<file path="src/rtl/mon_setup_decoder.sv">
module mon_setup_decoder (
  input  logic        clk,
  input  logic        rst_n,
  input  logic        start,
  input  logic        byte_valid,
  input  logic [7:0]  byte_data,
  input  logic [1:0]  chan_sel,
  input  logic        diff_mode,
  output logic        byte_ack,
  output logic        setup_done,
  output logic [2:0]  delay_code,
  output logic        int_enable,
  output logic [3:0]  alarm_clr,
  output logic [47:0] thr_lo,
  output logic [47:0] thr_hi
);
  localparam int NCH = 4;
  localparam int TW  = 12;

  typedef enum logic [1:0] {PH_CTRL, PH_REC, PH_DONE} phase_t;

  phase_t           phase_q;
  logic [1:0]       ch_q;
  logic [1:0]       bidx_q;
  logic [7:0]       stage0_q, stage1_q;
  logic [NCH-1:0][TW-1:0] lo_q, hi_q;

  phase_t           phase_eff;
  logic [NCH-1:0]   active;
  logic [1:0]       nxt_ch;
  logic             has_next;

  assign phase_eff = start ? PH_CTRL : phase_q;

  assign active[0] = 1'b1;
  assign active[1] = (chan_sel >= 2'd1) && !diff_mode;
  assign active[2] = (chan_sel >= 2'd2);
  assign active[3] = (chan_sel == 2'd3) && !diff_mode;

  always_comb begin
    nxt_ch   = ch_q;
    has_next = 1'b0;
    for (int i = NCH - 1; i >= 0; i--) begin
      if (i > int'(ch_q) && active[i]) begin
        nxt_ch   = 2'(i);
        has_next = 1'b1;
      end
    end
  end

  assign thr_lo = lo_q;
  assign thr_hi = hi_q;

  always_ff @(posedge clk or negedge rst_n) begin
    if (!rst_n) begin
      phase_q    <= PH_CTRL;
      ch_q       <= '0;
      bidx_q     <= '0;
      stage0_q   <= '0;
      stage1_q   <= '0;
      byte_ack   <= 1'b0;
      setup_done <= 1'b0;
      delay_code <= '0;
      int_enable <= 1'b0;
      alarm_clr  <= '0;
      for (int i = 0; i < NCH; i++) begin
        lo_q[i] <= 12'h800;
        hi_q[i] <= 12'h7FF;
      end
    end else begin
      byte_ack  <= byte_valid;
      alarm_clr <= '0;
      if (start) begin
        phase_q    <= PH_CTRL;
        setup_done <= 1'b0;
      end
      if (byte_valid) begin
        unique case (phase_eff)
          PH_CTRL: begin
            alarm_clr  <= {byte_data[4], byte_data[5], byte_data[6], byte_data[7]};
            delay_code <= byte_data[3:1];
            int_enable <= byte_data[0];
            phase_q    <= PH_REC;
            ch_q       <= '0;
            bidx_q     <= '0;
          end
          PH_REC: begin
            if (bidx_q == 2'd0) begin
              stage0_q <= byte_data;
              bidx_q   <= 2'd1;
            end else if (bidx_q == 2'd1) begin
              stage1_q <= byte_data;
              bidx_q   <= 2'd2;
            end else begin
              lo_q[ch_q] <= {stage0_q, stage1_q[7:4]};
              hi_q[ch_q] <= {stage1_q[3:0], byte_data};
              if (diff_mode) begin
                lo_q[ch_q | 2'd1] <= {stage0_q, stage1_q[7:4]};
                hi_q[ch_q | 2'd1] <= {stage1_q[3:0], byte_data};
              end
              bidx_q <= 2'd0;
              if (has_next) begin
                ch_q <= nxt_ch;
              end else begin
                phase_q    <= PH_DONE;
                setup_done <= 1'b1;
              end
            end
          end
          default: ;
        endcase
      end
    end
  end
endmodule


</file>
<file path="config.mk">
export PLATFORM = sky130hd
export DESIGN_NAME = mon_setup_decoder
export DESIGN_NICKNAME = d
export VERILOG_FILES = /design/src/rtl/mon_setup_decoder.sv
export SDC_FILE = /design/constraint.sdc
export NUM_CORES = 1
export LEC_CHECK = 0
export BUFFER_PORTS_ARGS = -buffer_cell sky130_fd_sc_hd__buf_4
export CAP_MARGIN = 15
export CORE_MARGIN = 2
export CORE_UTILIZATION = 53
export DETAILED_ROUTE_END_ITERATION = 8
export PLACE_DENSITY = 0.83
export RECOVER_POWER = 50
export SLEW_MARGIN = 15
export SYNTH_ARGS = -nofsm -noshare
export SYNTH_HDL_FRONTEND = slang
export SYNTH_SLANG_ARGS = --single-unit
</file>
<file path="constraint.sdc">
create_clock -name clk -period 2.8 [get_ports clk]
set_clock_uncertainty 0.2 [all_clocks]
set_input_delay 0.28 -clock clk [delete_from_list [all_inputs] [get_ports clk]]
set_output_delay 0.28 -clock clk [all_outputs]
set_load 0.05 [all_outputs]
</file>
After elaboration in Yosys (flattened, before gate mapping). Cells that the tools add are included.

Flip-flop bits (word level): 128. Output and inout bits: 106.

Magnitude comparators: 9. Equality and inequality tests: 7. Muxes and demuxes: 37. Bitwise logic cells: 2. Reductions and logical operators: 17.

Operator list (number): $bwmux W48 (4); $mux W48 (2); $mux W2 (13); $demux W12 S2 (1); $mux W12 (2); $demux W12 S1 (1); $pmux W2 S2 (3); $mux W1 (9); $mux W4 (2); $reduce_and A4 Y1 (2); $logic_and A1 B1 Y1 (7); $ge A2 B1 Y1 const B (3); $lt A2 B3 Y1 const B (2); $ne A2 B2 Y1 const B (3); $reduce_and A6 Y1 (1); $eq A2 B1 Y1 const B (2); $gt A2 B2 Y1 const A (2); $logic_not A2 Y1 (2); $ne A4 B4 Y1 const B (1); $reduce_and A2 Y1 (2); $reduce_and A3 Y1 (1); $eq A2 B2 Y1 const B (1); $ge A2 B2 Y1 const B (1); $gt A1 B2 Y1 const A (1); other kinds (3) (4).

Logic depth before layout (Yosys ltp).
Depth in word-level cells: 11. Depth in mapped cells: 5. Gate-level depth less buffers: 4.

Worst setup path before layout. No wires, ideal clock.

Path kind: reg2reg. Start: register phase_q[1]. End: register hi_q, in the netlist thr_hi[47]. Library setup time: 0.125 ns. Arrival time: 1.671 ns. Required time: 2.475 ns. Setup slack: 0.804 ns. Cell stages (with the launch flop): 6. Path buffers: 1. Clock period less this slack: 1.996 ns. Path through: dfrtp_1 -> nor3b_4 -> nand3_2 -> nor3b_4 -> buf_6 -> mux2_2.

Longest elaborated chain between the ends: 3.

RTL lines: start: declaration (RTL line 22) `phase_t phase_q;`; start signal: assignment (RTL line 56) `phase_q <= PH_CTRL;`; start signal: assignment (RTL line 74) `phase_q <= PH_CTRL;`; start signal: assignment (RTL line 83) `phase_q <= PH_REC;`; $mux W2 (RTL line 33) `assign phase_eff = start ? PH_CTRL : phase_q;`; $eq A2 B1 Y1 (RTL line 78) `unique case (phase_eff)`; $reduce_and A4 Y1 (no source line); end signal: indexed assignment (RTL line 96) `hi_q[ch_q] <= {stage1_q[3:0], byte_data};`; end signal: indexed assignment (RTL line 99) `hi_q[ch_q | 2'd1] <= {stage1_q[3:0], byte_data};`; end: declaration (RTL line 26) `logic [NCH-1:0][TW-1:0] lo_q, hi_q;`.

No other way between the ends. A chain may end at the register's enable or synchronous reset.

Worst setup path after layout.
Start: input port start. End: register hi_q, in the netlist thr_hi[47].

Longest elaborated chain between the ends: 3.

RTL lines: start: declaration (RTL line 4) `input logic start,`; $mux W2 (RTL line 33); $eq A2 B1 Y1 (RTL line 78); $reduce_and A4 Y1 (no source line).

No other way between the ends.

==> impl_results.md <==
* Status: finished clean
* Crit path kind: input port to flip-flop
* Critical Path Source: start
* I/O pin cnt at 121
* Hold slack at 0.2370 ns
* Overall Power at 6.075 mW
* Hold crit path type: input port to flip-flop
* Die width at 100.3 µm
* Total die area at 0.01006 mm²
* Max Fclk at 456.4 MHz
* Die extent in y at 100.3 µm
* Req. time, crit path at 2.99 ns
* Async SR Flop Fraction at 100.0%
* # clock sinks at 128
* Final ANT Viol Nets at 0
* Crit-path slowest cell: dlygate4sd3_1
* Worst VDD drop at 0.0005464 V
* R2R Path Start: phase_q[1]
* Final GP Congestion at 0.7888
* Cell row count at 35
* First-pass GRT wire length at 16930 µm
* Number of H-tree levels at 4
* Post-synth EDFFs at 0
* Routed WL at 10570 µm
* Mapped Area at 0.004916 mm²
* Pin count of the biggest net entering global routing at 56
* Synth-to-layout area growth at 32.07%
* CP Buf/Inv Count at 3
* Post-detailed-placement half-perimeter wirelength at 7084 µm
* #FFs+latches synth at 128
* Critical-path cell list: dlygate4sd3_1 -> buf_4 -> nor3b_4 -> nand3_2 -> nor3b_4 -> buf_4 -> mux2_2
* Min Tclk post-route at 2.191 ns
* GRT Overall Usage at 22.61%
* Core box area at 0.009109 mm²
* Final Instance Count excl. Fillers at 579
* Post-CTS Resized at 0
* Critical Path AT at 2.38 ns
* Final hold viol count at 0
* Synth Warn # at 0
* Synth top area share at 40.72%
* DR iter-0 viols at 93
* Cells after DPL at 534
* MaxCap Viol Count at 0
* Reg-to-reg slack, setup at 0.62 ns
* Util after Layout at 71.28%
* Syn Nets at 320
* HP Start: chan_sel[0]
* CP Launch Type: input port
* Pre-antenna DRT Iters at 4
* Reg clk slew, reported paths at 0.06 ns
* Ranking of synthesized cells by area: dfrtp_1 (41%), dfstp_2 (26%), mux2_2 (25%), nand2_1 (1.5%), nor3b_4 (0.76%)
* Clk_lat worst skew at 0.51 ns
* Final setup vio count at 0
* TNS Setup at 0 ns
* Vias per cell at 5.283
* Worst relative slew slack at 28.25%
* CTS Root Cell: clkbuf_8
* Worst-Margin Slew at 1.076 ns
* Max Slew Vio Count at 0
* RSZ-0062 raised after global routing: no
* IO buf count at 120
* Antenna violations before repair at 0
* Final cycle utilization of the critical path at 78.25%
* Netlist cell types at 27
* NumNets Final at 470
* Leakage at 3.096 nW
* ANT cells at 0
* Post-synthesis sequential area ratio at 66.38%
* Layout cells sized above 1 at 58.76%
* Top_reg_cell synth: dfrtp_1
* CP max stage delay at 0.53 ns
* Wire length per cell at 18.25 µm
* CTS tree: built
* Cell taking the most area after synthesis: dfrtp_1
* Total clock buffers created by CTS at 17
* Clock Path Buffers at 2
* Global route total overflow at 0
* Crit end category: flip-flop
* DRC errors left at 0
* CP Max Fanout at 24
* Via count of the first global-routing pass at 3222
* Worst path top cell family by delay: buffers and inverters
* Post-Syn Instances at 305
* Via count at 3059
* Initial Util at 53.97%
* Pwr/cell area at 935.7 mW/mm²
* Synthesized area per cell at 16.12 µm²
[Yosys cell counts, types with 3 or more instances]
master / n
and2_1: 5
buf_2: 3
buf_4: 4
dfrtp_1: 80
dfstp_2: 48
inv_1: 4
mux2_1: 3
mux2_2: 109
nand2_1: 19
nor2_1: 5
o21ai_0: 5
[tightest hold or removal path: stages]
cell	delay, ns
buf_4	0.11
or3b_2	0.19
maj3_1	0.21
o32ai_1	0.11
[cell families after synthesis]
logic type,count (synthesis),share of synthesized area (%)
DFF,128,66.38
buffers and inverters,14,1.756
adders and majority gates,1,0.2036
muxes,112,25.66
AOI/OAI and AO/OA,10,1.272
and+or+nand+nor,40,4.734
[timing repair]
item,4_1_cts,5_1_grt
hold endpoints to repair,107,0
hold buffers,13,0
setup buffers,0,0
setup endpoints to repair,0,0
[layout by cell type, fill, tap and decap left out, types with 2 or more instances in the layout]
master and count:
dfstp_2 48, clkinv_4 3, bufinv_16 3, nand2b_1 2, clkinvlp_4 3, and2_0 2, clkbuf_1 47, inv_6 4
clkbuf_2 2, dfrtp_1 80, nor3b_4 2, nand2_1 19, buf_4 78, clkbuf_16 16, mux2_2 109, o21a_1 2
o21ai_0 5, inv_1 4, and2_1 3, mux2_1 3, dlygate4sd3_1 13, nor2_1 4
[layer usage]
| layer | global-route usage (%) | wire [µm] |
|---|---|---|
| met4 | 8.114 | 99 |
| met2 | 36.86 | 5377 |
| met5 | 0 | 0 |
| met1 | 28.81 | 4555 |
| met3 | 6.894 | 532 |
[final cells by class]
type,instances,area [µm²]
clock buffers,17,414.1
clock inverters,15,182.7
fillers,649,2616
inverters,4,15.01
multi-input cells,163,1569
flip-flops and latches,128,3263
well taps,111,138.9
repair buffers,141,909.6
[power by group]
| group | leakage (nW) | internal, mW | total [mW] | switching (mW) |
|---|---|---|---|---|
| logic | 1.26 | 0.437 | 1.43 | 0.997 |
| registers | 1.55 | 2.22 | 2.46 | 0.242 |
| clock network | 0.283 | 1.36 | 2.18 | 0.815 |
| total | 3.10 | 4.02 | 6.07 | 2.05 |
[per-stage QoR]
step | worst slack (ns) | area (µm²)
after floorplan | 0.8038 | 4916
after global placement | 0.6925 | 5959
after detailed placement | 0.6351 | 5959
after CTS | 0.6214 | 6686
after global routing | 0.4199 | 6492
final | 0.6090 | 6492
[path summary, 6_finish.rpt]
check                      cells past startpoint           to
max                                            7   thr_hi[47]
max in group asynchronous                      3   thr_lo[39]
min                                            4      ch_q[0]
max reg2reg                                    5   thr_hi[47]
min in group asynchronous                      2  stage0_q[1]
min reg2reg                                    1   thr_lo[36]
Power figures use the tool's default switching activity.
